File: config.mk
export PLATFORM = sky130hd
export DESIGN_NAME = audio_fifo_stat
export DESIGN_NICKNAME = d
export VERILOG_FILES = /design/src/rtl/afs_pkg.sv /design/src/rtl/afs_fifo.sv /design/src/rtl/afs_irq.sv /design/src/rtl/audio_fifo_stat.sv
export SDC_FILE = /design/constraint.sdc
export NUM_CORES = 1
export LEC_CHECK = 0
export BUFFER_PORTS_ARGS = -buffer_cell sky130_fd_sc_hd__buf_2
export CAP_MARGIN = 20
export CORE_UTILIZATION = 60
export CTS_BUF_LIST = sky130_fd_sc_hd__clkbuf_16
export CTS_CLUSTER_DIAMETER = 100
export DETAILED_ROUTE_END_ITERATION = 8
export PLACE_DENSITY = 0.74
export SYNTH_ARGS = -nofsm -noshare
export SYNTH_HDL_FRONTEND = slang
export SYNTH_HIERARCHICAL = 1
export SYNTH_SLANG_ARGS = --single-unit
File: constraint.sdc
create_clock -name clk_i -period 4 [get_ports clk_i]
set_clock_uncertainty 0.05 [all_clocks]
set_input_delay 0.4 -clock clk_i [delete_from_list [all_inputs] [get_ports clk_i]]
set_output_delay 0.4 -clock clk_i [all_outputs]
set_load 0.01 [all_outputs]
File: src/rtl/afs_pkg.sv
package afs_pkg;
  localparam int NSRC      = 13;
  localparam int SRC_DIR   = 6;   // sources per direction
  localparam int S_EMPTY   = 0;
  localparam int S_AEMPTY  = 1;
  localparam int S_FULL    = 2;
  localparam int S_AFULL   = 3;
  localparam int S_STARVE  = 4;
  localparam int S_OVF     = 5;
  localparam int RX_BASE   = SRC_DIR;
  localparam int S_WORD    = 2 * SRC_DIR;
  localparam int NFLAG     = 4;
  localparam int F_EMPTY   = 0;
  localparam int F_AEMPTY  = 1;
  localparam int F_FULL    = 2;
  localparam int F_AFULL   = 3;
endpackage

File: src/rtl/afs_fifo.sv
module afs_fifo #(
  parameter int DW     = 16,
  parameter int DEPTH  = 32,
  parameter int ALMOST = 4,
  parameter int CW     = $clog2(DEPTH + 1)
) (
  input  logic                      clk_i,
  input  logic                      rst_ni,
  input  logic                      en_i,
  input  logic                      push_i,
  input  logic [DW-1:0]             wdata_i,
  input  logic                      pop_i,
  output logic [DW-1:0]             head_o,
  output logic [CW-1:0]             count_o,
  output logic [afs_pkg::NFLAG-1:0] flags_o,
  output logic                      ovf_o,
  output logic                      starve_o
);
  import afs_pkg::*;
  localparam int AW = (DEPTH > 1) ? $clog2(DEPTH) : 1;

  logic [DW-1:0] mem [DEPTH];
  logic [AW-1:0] wr_ptr_q, rd_ptr_q;
  logic [CW-1:0] count_q;
  logic          empty, full, push_ok, pop_ok;

  function automatic logic [AW-1:0] ptr_inc(input logic [AW-1:0] p);
    return (p == AW'(DEPTH - 1)) ? '0 : p + 1'b1;
  endfunction

  assign empty    = (count_q == '0);
  assign full     = (count_q == CW'(DEPTH));
  assign push_ok  = en_i & push_i & ~full;
  assign pop_ok   = en_i & pop_i & ~empty;
  assign ovf_o    = en_i & push_i & full;
  assign starve_o = en_i & pop_i & empty;

  always_ff @(posedge clk_i or negedge rst_ni) begin
    if (!rst_ni) begin
      wr_ptr_q <= '0;
      rd_ptr_q <= '0;
      count_q  <= '0;
    end else if (!en_i) begin
      wr_ptr_q <= '0;
      rd_ptr_q <= '0;
      count_q  <= '0;
    end else begin
      if (push_ok) wr_ptr_q <= ptr_inc(wr_ptr_q);
      if (pop_ok)  rd_ptr_q <= ptr_inc(rd_ptr_q);
      count_q <= count_q + CW'(push_ok) - CW'(pop_ok);
    end
  end

  always_ff @(posedge clk_i) begin
    if (push_ok) mem[wr_ptr_q] <= wdata_i;
  end

  assign head_o   = mem[rd_ptr_q];
  assign count_o  = count_q;

  always_comb begin
    flags_o           = '0;
    flags_o[F_EMPTY]  = empty;
    flags_o[F_AEMPTY] = (count_q <= CW'(ALMOST));
    flags_o[F_FULL]   = full;
    flags_o[F_AFULL]  = (count_q >= CW'(DEPTH - ALMOST));
  end
endmodule

File: src/rtl/afs_irq.sv
module afs_irq #(
  parameter int NSRC = 13
) (
  input  logic            clk_i,
  input  logic            rst_ni,
  input  logic [NSRC-1:0] src_i,
  input  logic [NSRC-1:0] en_i,
  input  logic            gen_i,
  input  logic            clr_i,
  input  logic [NSRC-1:0] clr_mask_i,
  output logic [NSRC-1:0] pend_o,
  output logic            irq_o
);
  logic [NSRC-1:0] pend_q;

  for (genvar i = 0; i < NSRC; i++) begin : g_bit
    always_ff @(posedge clk_i or negedge rst_ni) begin
      if (!rst_ni)                        pend_q[i] <= 1'b0;
      else if (src_i[i] && en_i[i])       pend_q[i] <= 1'b1;  // set beats clear
      else if (clr_i && clr_mask_i[i])    pend_q[i] <= 1'b0;
    end
  end

  assign pend_o = pend_q;
  assign irq_o  = gen_i & (|pend_q);
endmodule

File: src/rtl/audio_fifo_stat.sv
module audio_fifo_stat #(
  parameter int DW     = 16,
  parameter int DEPTH  = 32,
  parameter int ALMOST = 4,
  parameter int CW     = $clog2(DEPTH + 1),
  parameter int NSRC   = afs_pkg::NSRC,
  parameter int NFLAG  = afs_pkg::NFLAG
) (
  input  logic             clk_i,
  input  logic             rst_ni,
  input  logic             tx_en_i,
  input  logic             rx_en_i,
  input  logic [CW-1:0]    tx_thresh_i,
  input  logic [CW-1:0]    rx_thresh_i,
  input  logic             tx_push_i,
  input  logic [DW-1:0]    tx_wdata_i,
  output logic [CW-1:0]    tx_count_o,
  output logic [NFLAG-1:0] tx_flags_o,
  output logic             tx_dma_o,
  output logic [DW-1:0]    tx_word_o,
  output logic             tx_valid_o,
  input  logic             tx_ready_i,
  input  logic [DW-1:0]    rx_word_i,
  input  logic             rx_valid_i,
  output logic             rx_ready_o,
  input  logic             rx_pop_i,
  output logic [DW:0]      rx_rdata_o,
  output logic [CW-1:0]    rx_count_o,
  output logic [NFLAG-1:0] rx_flags_o,
  output logic             rx_dma_o,
  input  logic [NSRC-1:0]  irq_en_i,
  input  logic             irq_gen_i,
  input  logic             irq_clr_i,
  input  logic [NSRC-1:0]  irq_clr_mask_i,
  output logic [NSRC-1:0]  irq_pend_o,
  output logic             irq_o
);
  import afs_pkg::*;

  logic          tx_ovf, tx_starve, rx_ovf, rx_starve;
  logic [DW-1:0] rx_head;
  logic          rx_pop_ok, rx_push_ok, tx_xfer;
  logic [DW:0]   rx_rdata_q;
  logic [NSRC-1:0] src;

  afs_fifo #(.DW(DW), .DEPTH(DEPTH), .ALMOST(ALMOST), .CW(CW)) u_tx (
    .clk_i    (clk_i),
    .rst_ni   (rst_ni),
    .en_i     (tx_en_i),
    .push_i   (tx_push_i),
    .wdata_i  (tx_wdata_i),
    .pop_i    (tx_ready_i),
    .head_o   (tx_word_o),
    .count_o  (tx_count_o),
    .flags_o  (tx_flags_o),
    .ovf_o    (tx_ovf),
    .starve_o (tx_starve)
  );

  afs_fifo #(.DW(DW), .DEPTH(DEPTH), .ALMOST(ALMOST), .CW(CW)) u_rx (
    .clk_i    (clk_i),
    .rst_ni   (rst_ni),
    .en_i     (rx_en_i),
    .push_i   (rx_valid_i),
    .wdata_i  (rx_word_i),
    .pop_i    (rx_pop_i),
    .head_o   (rx_head),
    .count_o  (rx_count_o),
    .flags_o  (rx_flags_o),
    .ovf_o    (rx_ovf),
    .starve_o (rx_starve)
  );

  assign tx_valid_o = tx_en_i & ~tx_flags_o[F_EMPTY];
  assign tx_xfer    = tx_valid_o & tx_ready_i;
  assign rx_ready_o = rx_en_i;
  assign rx_push_ok = rx_en_i & rx_valid_i & ~rx_flags_o[F_FULL];
  assign rx_pop_ok  = rx_en_i & rx_pop_i & ~rx_flags_o[F_EMPTY];

  assign tx_dma_o = tx_en_i & (tx_count_o <= tx_thresh_i);
  assign rx_dma_o = rx_en_i & (rx_count_o >= rx_thresh_i);

  always_ff @(posedge clk_i or negedge rst_ni) begin
    if (!rst_ni)       rx_rdata_q <= '0;
    else if (rx_pop_i) rx_rdata_q <= rx_pop_ok ? {1'b1, rx_head} : '0;
  end
  assign rx_rdata_o = rx_rdata_q;

  always_comb begin
    src = '0;
    src[S_EMPTY]            = tx_en_i & tx_flags_o[F_EMPTY];
    src[S_AEMPTY]           = tx_en_i & tx_flags_o[F_AEMPTY];
    src[S_FULL]             = tx_en_i & tx_flags_o[F_FULL];
    src[S_AFULL]            = tx_en_i & tx_flags_o[F_AFULL];
    src[S_STARVE]           = tx_starve;
    src[S_OVF]              = tx_ovf;
    src[RX_BASE + S_EMPTY]  = rx_en_i & rx_flags_o[F_EMPTY];
    src[RX_BASE + S_AEMPTY] = rx_en_i & rx_flags_o[F_AEMPTY];
    src[RX_BASE + S_FULL]   = rx_en_i & rx_flags_o[F_FULL];
    src[RX_BASE + S_AFULL]  = rx_en_i & rx_flags_o[F_AFULL];
    src[RX_BASE + S_STARVE] = rx_starve;
    src[RX_BASE + S_OVF]    = rx_ovf;
    src[S_WORD]             = tx_xfer | rx_push_ok;
  end

  afs_irq #(.NSRC(NSRC)) u_irq (
    .clk_i      (clk_i),
    .rst_ni     (rst_ni),
    .src_i      (src),
    .en_i       (irq_en_i),
    .gen_i      (irq_gen_i),
    .clr_i      (irq_clr_i),
    .clr_mask_i (irq_clr_mask_i),
    .pend_o     (irq_pend_o),
    .irq_o      (irq_o)
  );
endmodule

==> results by group, run 1 <==
Placement
  • Placed wire-length estimate: 60700 um
  • Port buffer count: 150
  • Final weighted congestion of routability-driven global placement: roughly 0.92

Timing
  • Final Slew Violations: 0
  • Number of endpoints failing setup at the final stage: 0
  • Count of final hold-check violations: 0
  • Final critical-path required period: 3820 ps
  • Worst slew slack as a fraction of its limit: 0.269
  • Unrepaired setup endpoints after global routing: false
  • Setup TNS: 0 ps
  • Least-Margin Pin Slew: 1090 ps
  • Part of the cycle the worst path needs: 0.954
  • Peak Freq: between 0.2 and 0.3 GHz

Setup path
  • Critical path type: reg2out
  • Slack of the worst reg-to-reg path: 920 ps
  • Crit path from: u_tx/rd_ptr_q[2]
  • Worst Reg2Reg Path Length in Cells: 7
  • Category of the worst setup path capture point: output port
  • Total stage count of the critical path: 5
  • Largest fanout of any net on the critical path: 60
  • Critical register-to-register path startpoint: u_tx/count_o[2]
  • Critical path arrival: 3370 ps
  • Number of buffers and inverters on the critical path: 2
  • Reg-to-reg critical path endpoint: u_tx/mem[11][6]
  • Slowest CP cell: sky130_fd_sc_hd__dfrtp_4
  • Worst path cell trace: buf_4 -> mux4_2 -> a22oi_1 -> nand4_1 -> buf_2
  • Cell class contributing the biggest share of worst-path delay: flip-flops
  • Stage delay of the slowest cell on the critical path: 1100 ps
  • Critical path data required time: between 3000 and 4000 ps
  • Category of the worst setup path launch point: flip-flop

Clock tree
  • Maximum count of clock buffers along a single path: 3
  • Hold Buf Count CTS: 27
  • Clk Latency, worst-skew pair: 670 ps
  • Cts bufs inserted: roughly 100
  • Number of levels the H-tree was split into: 3
  • Clk sinks: 1086
  • Root Buffer: sky130_fd_sc_hd__clkbuf_16
  • PostCTS Resize Cnt: 0
  • Post-CTS Setup Repair Bufs: 0
  • CTS clock-pin slew for the worst setup and hold paths: 60 ps
  • TritonCTS clock tree: done

Global route
  • First-pass GRT wire length: 147000 um
  • Combined global-route utilization of all metal layers: 0.274
  • Number of global-route vias before repair: about 23000
  • Antenna violations before repair: 1
  • Total global routing overflow: 0
  • Pin count of the biggest net entering global routing: 70

Yosys
  • Net Count, Synth: ~2500
  • Cell Area, Synth: 0.0432 mm2
  • Cell taking the most area after synthesis: sky130_fd_sc_hd__edfxtp_1
  • Most common library cells after synthesis: sky130_fd_sc_hd__edfxtp_1 (1024), sky130_fd_sc_hd__mux2i_1 (256), sky130_fd_sc_hd__a22oi_1 (191)
  • Post-synthesis async set-or-reset flop share: 0.0571
  • Post-synth top area share: 0.711
  • Gate count of the mapped netlist: 2343
  • Share of synthesized area occupied by flip-flops and latches: 0.747
  • Count leader, synth: sky130_fd_sc_hd__edfxtp_1
  • Number of synthesized register bits: 1086
  • Largest cells by area after synthesis: sky130_fd_sc_hd__edfxtp_1 (71%), sky130_fd_sc_hd__mux4_2 (6.7%), sky130_fd_sc_hd__mux2i_1 (5.9%), sky130_fd_sc_hd__dfrtp_1 (3.6%), sky130_fd_sc_hd__a22oi_1 (3.3%)
  • Number of synthesized flops with an enable pin: 1024
  • Yosys warnings: 6
  • Synth Area per Inst: roughly 18 um2
  • Primary flip-flop cell chosen by synthesis mapping: sky130_fd_sc_hd__edfxtp_1
  • Number of library cell types mapped by synthesis: between 60 and 70

Final layout
  • Area used by multi-input combinational logic: approximately 0.01 mm2
  • Number of nets in the finished design: between 2000 and 3000
  • Area growth from synthesis to layout: 13.6%
  • Layout cell share with drive strength beyond 1: 0.211
  • Filler instances: 4460
  • Sequential standard cell area: around 0.032 mm2

Floorplanning
  • Die outline width: about 270 um
  • Placement row count: 98
  • Vertical extent of the die: about 270 um
  • Ports: about 150
  • Placeable core region: 0.0714 mm2
  • Total Die Area: 0.0732 mm2
  • Initial Util: 0.606

Route
  • First DRT Iteration DRCs: roughly 2700
  • Remaining DRCs: 0
  • Vias post-DR: about 23000
  • Met1 WL: 40400 um
  • Detailed-routing iteration count for the pre-antenna-repair pass: 5
  • Routed length per placed instance: 27.5 um
  • Top routing layer in use: met4
  • Total Routed Length: 100000 um
  • Average vias per placed instance: 6.44
  • Met2 WL post-DR: 46800 um
  • Met3 layer wire length in the routed design: 10300 um
  • Post-DRT Antenna Nets: 0

Min path
  • Cells on Worst Hold Path: 5
  • Worst hold path endpoint: u_tx/wr_ptr_q[4]
  • Hold path start: tx_push_i
  • Class of the most critical hold timing path: in2reg

Pwr
  • Overall power after layout: 26.2 mW
  • Worst IR Drop VDD: 0.399 mV
  • Static leakage: around 16 nW
  • Power density over cell area: 533 mW/mm2

Run status
  • Run status: complete, no violations

Job
  • # Max-Cap Violations: 0
## sequential cells by signal (all words and copies together) (netlist names)
register       cells
u_rx/wr_ptr_q      5
u_irq/pend_o      13
u_rx/mem         512
rx_rdata_o        17
u_tx/wr_ptr_q      5
u_tx/rd_ptr_q      5
u_tx/count_o       6
u_rx/rd_ptr_q      5
u_tx/mem         512
u_rx/count_o       6
## routing by layer
metal,global-route usage,vias up
li1,-,9931
met5,0,-
met3,0.0559,172
met1,0.402,11976
met4,0.0819,0
met2,0.420,1340
## cell type report
| class | instances | share of cell area |
|---|---|---|
| sequential | 1086 | 0.658 |
| multi-input combinational | 1070 | 0.204 |
| clock buffer | 105 | 0.0535 |
| timing repair buffer | 274 | 0.0378 |
| tap | 950 | 0.0242 |
| clock inverter | 89 | 0.0182 |
| inverter | 59 | 0.00461 |
| antenna | 1 | 0.0000509 |
## worst register-to-register path, stage by stage (launching register included)
cell	delay, ps
sky130_fd_sc_hd__dfrtp_1	490
sky130_fd_sc_hd__inv_1	120
sky130_fd_sc_hd__ha_1	230
sky130_fd_sc_hd__and4bb_4	240
sky130_fd_sc_hd__nor2_8	190
sky130_fd_sc_hd__nand2_1	260
sky130_fd_sc_hd__nor2_1	860
sky130_fd_sc_hd__buf_4	340
## worst max-delay path by stage
stage,end,slack (ps)
after floorplan,u_rx/count_o[4],1310
after global placement,tx_word_o[11],880
after detailed placement,tx_word_o[11],900
after CTS,tx_word_o[11],190
after global routing,tx_word_o[9],20
final,tx_word_o[11],180
## per-stage QoR
stage / setup slack (ps) / instance area, um2 / utilization / instances / hold WS [ps]
floorplan: 1310 / 43200 / - / 2343 / 54.4
global placement: 877 / 45300 / 0.635 / 3411 / 417
detailed placement: 902 / 45300 / 0.635 / 3411 / 430
CTS: 193 / 49100 / 0.688 / 3632 / 103
global route: 19.5 / 49100 / 0.689 / 3633 / 147
finish: 184 / 49100 / 0.689 / 3634 / 139
## cell usage in the layout (no fill, tap or decap), types with 8 or more instances in the layout
cell,instances
sky130_fd_sc_hd__a21oi_1,12
sky130_fd_sc_hd__clkbuf_16,105
sky130_fd_sc_hd__clkinvlp_4,10
sky130_fd_sc_hd__ha_1,52
sky130_fd_sc_hd__and2_1,17
sky130_fd_sc_hd__nand3_1,75
sky130_fd_sc_hd__dlygate4sd3_1,27
sky130_fd_sc_hd__mux4_2,128
sky130_fd_sc_hd__dfrtp_1,58
sky130_fd_sc_hd__bufinv_16,16
sky130_fd_sc_hd__a22oi_1,191
sky130_fd_sc_hd__nand4_1,36
sky130_fd_sc_hd__edfxtp_1,1024
sky130_fd_sc_hd__nand3b_1,8
sky130_fd_sc_hd__o21ai_0,29
sky130_fd_sc_hd__clkinv_2,17
sky130_fd_sc_hd__mux2i_1,256
sky130_fd_sc_hd__inv_1,74
sky130_fd_sc_hd__and3_1,9
sky130_fd_sc_hd__buf_4,88
sky130_fd_sc_hd__nand2_1,68
sky130_fd_sc_hd__a22o_1,13
sky130_fd_sc_hd__nor2_1,81
sky130_fd_sc_hd__buf_12,8
sky130_fd_sc_hd__buf_2,150
sky130_fd_sc_hd__clkinv_1,19
## cell families after synthesis
group / after synthesis / synth area share
multiplexers: 385 / 0.126
adder cells (fa/ha/maj): 54 / 0.0160
AO/OA/AOI/OAI: 279 / 0.0467
XOR/XNOR: 6 / 0.00122
flip-flops: 1086 / 0.747
buffers and inverters: 187 / 0.0215
AND/OR/NAND/NOR: 346 / 0.0415
## where the power goes
part / switching [mW] / internal [mW]
registers: 0.328 / 12.7
clock network: 4.18 / 5.82
logic: 1.84 / 1.35
No activity file was read; power rests on OpenSTA's default activity.
==> inputs of run 2 (changes only) <==
--- a/config.mk
+++ b/config.mk
@@ -7,6 +7,7 @@
 export LEC_CHECK = 0
 export BUFFER_PORTS_ARGS = -buffer_cell sky130_fd_sc_hd__buf_2
 export CAP_MARGIN = 20
+export CORE_MARGIN = 2
 export CORE_UTILIZATION = 60
 export CTS_BUF_LIST = sky130_fd_sc_hd__clkbuf_16
 export CTS_CLUSTER_DIAMETER = 100
==> run 2 against run 1 <==
Net effect: die area is 1.5% higher; combinational power about the same; sequential power is essentially flat; total power is 0.86% lower; largest power group unchanged.
==> results by group, run 2 (synthesis gave the netlist of run 1 again) <==
Route
  • Vias post-DR: 23240
  • Detailed-routing iteration count for the pre-antenna-repair pass: 8
  • Average vias per placed instance: 6.39
  • Total Routed Length: 97200 um
  • Routed length per placed instance: between 20 and 30 um
  • Top routing layer in use: met5
  • Remaining DRCs: 0
  • Met2 WL post-DR: approximately 46000 um
  • Met1 WL: 38500 um
  • Met3 layer wire length in the routed design: 10600 um
  • Post-DRT Antenna Nets: 0
  • First DRT Iteration DRCs: 2482

Timing
  • Final Slew Violations: 0
  • Setup WS post-layout: 210 ps
  • Unrepaired setup endpoints after global routing: false
  • Final critical-path required period: 3790 ps
  • Number of endpoints failing setup at the final stage: 0
  • Part of the cycle the worst path needs: 0.947
  • Worst slew slack as a fraction of its limit: 0.293
  • Count of final hold-check violations: 0
  • Setup TNS: 0 ps
  • Least-Margin Pin Slew: 1060 ps
  • Peak Freq: 0.264 GHz

Floorplanning
  • Vertical extent of the die: 272 um
  • Placement row count: a little under 100
  • Ports: 151
  • Placeable core region: 0.0714 mm2
  • Initial Util: 0.606
  • Die outline width: 272 um
  • Total Die Area: 0.0742 mm2

Placement
  • Number of cells after detailed placement: ~3400
  • Pre-CTS setup slack: 927 ps
  • Placed wire-length estimate: 58000 um
  • Port buffer count: 150
  • Final weighted congestion of routability-driven global placement: about 0.83

Clock tree
  • CTS clock-pin slew for the worst setup and hold paths: 60 ps
  • Root Buffer: sky130_fd_sc_hd__clkbuf_16
  • Cts bufs inserted: 105
  • Clk Latency, worst-skew pair: 670 ps
  • TritonCTS clock tree: done
  • Maximum count of clock buffers along a single path: 3
  • Number of levels the H-tree was split into: 3
  • Clk sinks: 1086

Setup path
  • Category of the worst setup path capture point: output port
  • Slowest CP cell: sky130_fd_sc_hd__dfrtp_4
  • Stage delay of the slowest cell on the critical path: 940 ps
  • Largest fanout of any net on the critical path: 40
  • Critical path type: reg2out
  • Critical path data required time: 3550 ps
  • Category of the worst setup path launch point: flip-flop
  • Crit path from: u_tx/rd_ptr_q[1]
  • Critical register-to-register path startpoint: u_tx/count_o[5]
  • Worst path cell trace: buf_12 -> mux4_2 -> a22oi_1 -> nand4_1 -> buf_2
  • Critical path arrival: 3340 ps

Final layout
  • Number of non-filler instances in the completed layout: 3635
  • Number of nets in the finished design: 2726
  • Filler instances: 4439
  • Most common cell after layout, fill and taps aside: sky130_fd_sc_hd__edfxtp_1
  • Area growth from synthesis to layout: 13.4%
  • Layout cell share with drive strength beyond 1: 0.209
  • Diode count: 0
  • Commonest non-fill, non-tap cells in the layout: sky130_fd_sc_hd__edfxtp_1 (1024), sky130_fd_sc_hd__mux2i_1 (256), sky130_fd_sc_hd__a22oi_1 (191)

Global route
  • First-pass GRT wire length: 145000 um
  • Pin count of the biggest net entering global routing: 72
  • Antenna violations before repair: 2
  • Total global routing overflow: 0
  • Combined global-route utilization of all metal layers: 0.265
  • Number of global-route vias before repair: 23016

Pwr
  • Sw power: 6.39 mW
  • Power density over cell area: 529 mW/mm2
  • Switching Share: 0.246
  • Fraction of power consumed by sequential logic: 0.500
  • P_int: 19.6 mW
  • Static leakage: 15.9 nW
  • Worst IR Drop VDD: 0.636 mV
  • Clk pwr share: 0.377
  • Part of the power in combinational logic: 0.123

Job
  • # Max-Cap Violations: 0

Min path
  • Class of the most critical hold timing path: in2reg
  • Hold path start: tx_push_i

Run status
  • Run status: complete, no violations
[run 2: changes by cell type in the layout (fill, tap and decap cells not counted), sizes merged]
cell,before,now
diode,1,0
clkinv,40,54
clkinvlp,10,5
buf,247,243
inv,82,83
bufinv,16,11
clkbuf,105,106
[run 2: final timing paths]
path,endpoint,slack [ps],cells past startpoint
setup / recovery,tx_word_o[7],210,5
hold / removal,u_tx/wr_ptr_q[4],140,5
setup reg to reg,u_tx/count_o[4],1010,12
hold reg to reg,rx_rdata_o[12],460,2
max in group asynchronous,u_rx/rd_ptr_q[1],2880,2
min in group asynchronous,rx_rdata_o[16],320,2
[run 2: power by group through the flow]
stage	combinational (mW)	sequential, mW	clock (mW)
after floorplan	2.03	13.1	0
after CTS	3.17	13.0	9.90
final	3.20	13.0	9.78
after global placement	2.99	13.2	0
after detailed placement	3.08	13.2	0
after global routing	3.46	13.0	10.4
[run 2: through the flow]
| stage | total power [mW] | hold WS [ps] | instance area [um2] | utilization |
|---|---|---|---|---|
| after detailed placement | 16.3 | 456 | 45300 | 0.634 |
| after CTS | 26.1 | 107 | 49000 | 0.687 |
| after global placement | 16.2 | 450 | 45300 | 0.634 |
| final | 25.9 | 143 | 49000 | 0.687 |
| after floorplan | 15.1 | 54.4 | 43200 | - |
| after global routing | 26.8 | 159 | 49000 | 0.687 |
[run 2: worst max-delay path: cells and delay by family (launching register included)]
family | cells | cell delay (ps)
simple gates | 1 | 260
mux | 1 | 540
compound gates | 1 | 350
flops | 1 | 940
buf+inv | 2 | 570
[run 2: timing repair]
item                                   4_1_cts  5_1_grt
hold buffers                                27        0
gates resized for setup                      0        0
endpoints found under the hold margin       75        0
buffers inserted                             0        0
[run 2: cell type report]
| cell class | count | area, um2 | share of cell area |
|---|---|---|---|
| sequential | 1086 | 32300 | 0.659 |
| multi-input combinational | 1070 | 10000 | 0.205 |
| clock buffer | 106 | 2650 | 0.0541 |
| timing repair buffer | 270 | 1800 | 0.0368 |
| tap | 950 | 1190 | 0.0242 |
| clock inverter | 94 | 811 | 0.0165 |
| inverter | 59 | 226 | 0.00462 |
[run 2: routing by layer]
metal	track usage	vias up
met5	0	-
met2	0.404	1248
met1	0.382	11907
met4	0.0772	4
met3	0.0704	140
li1	-	9941
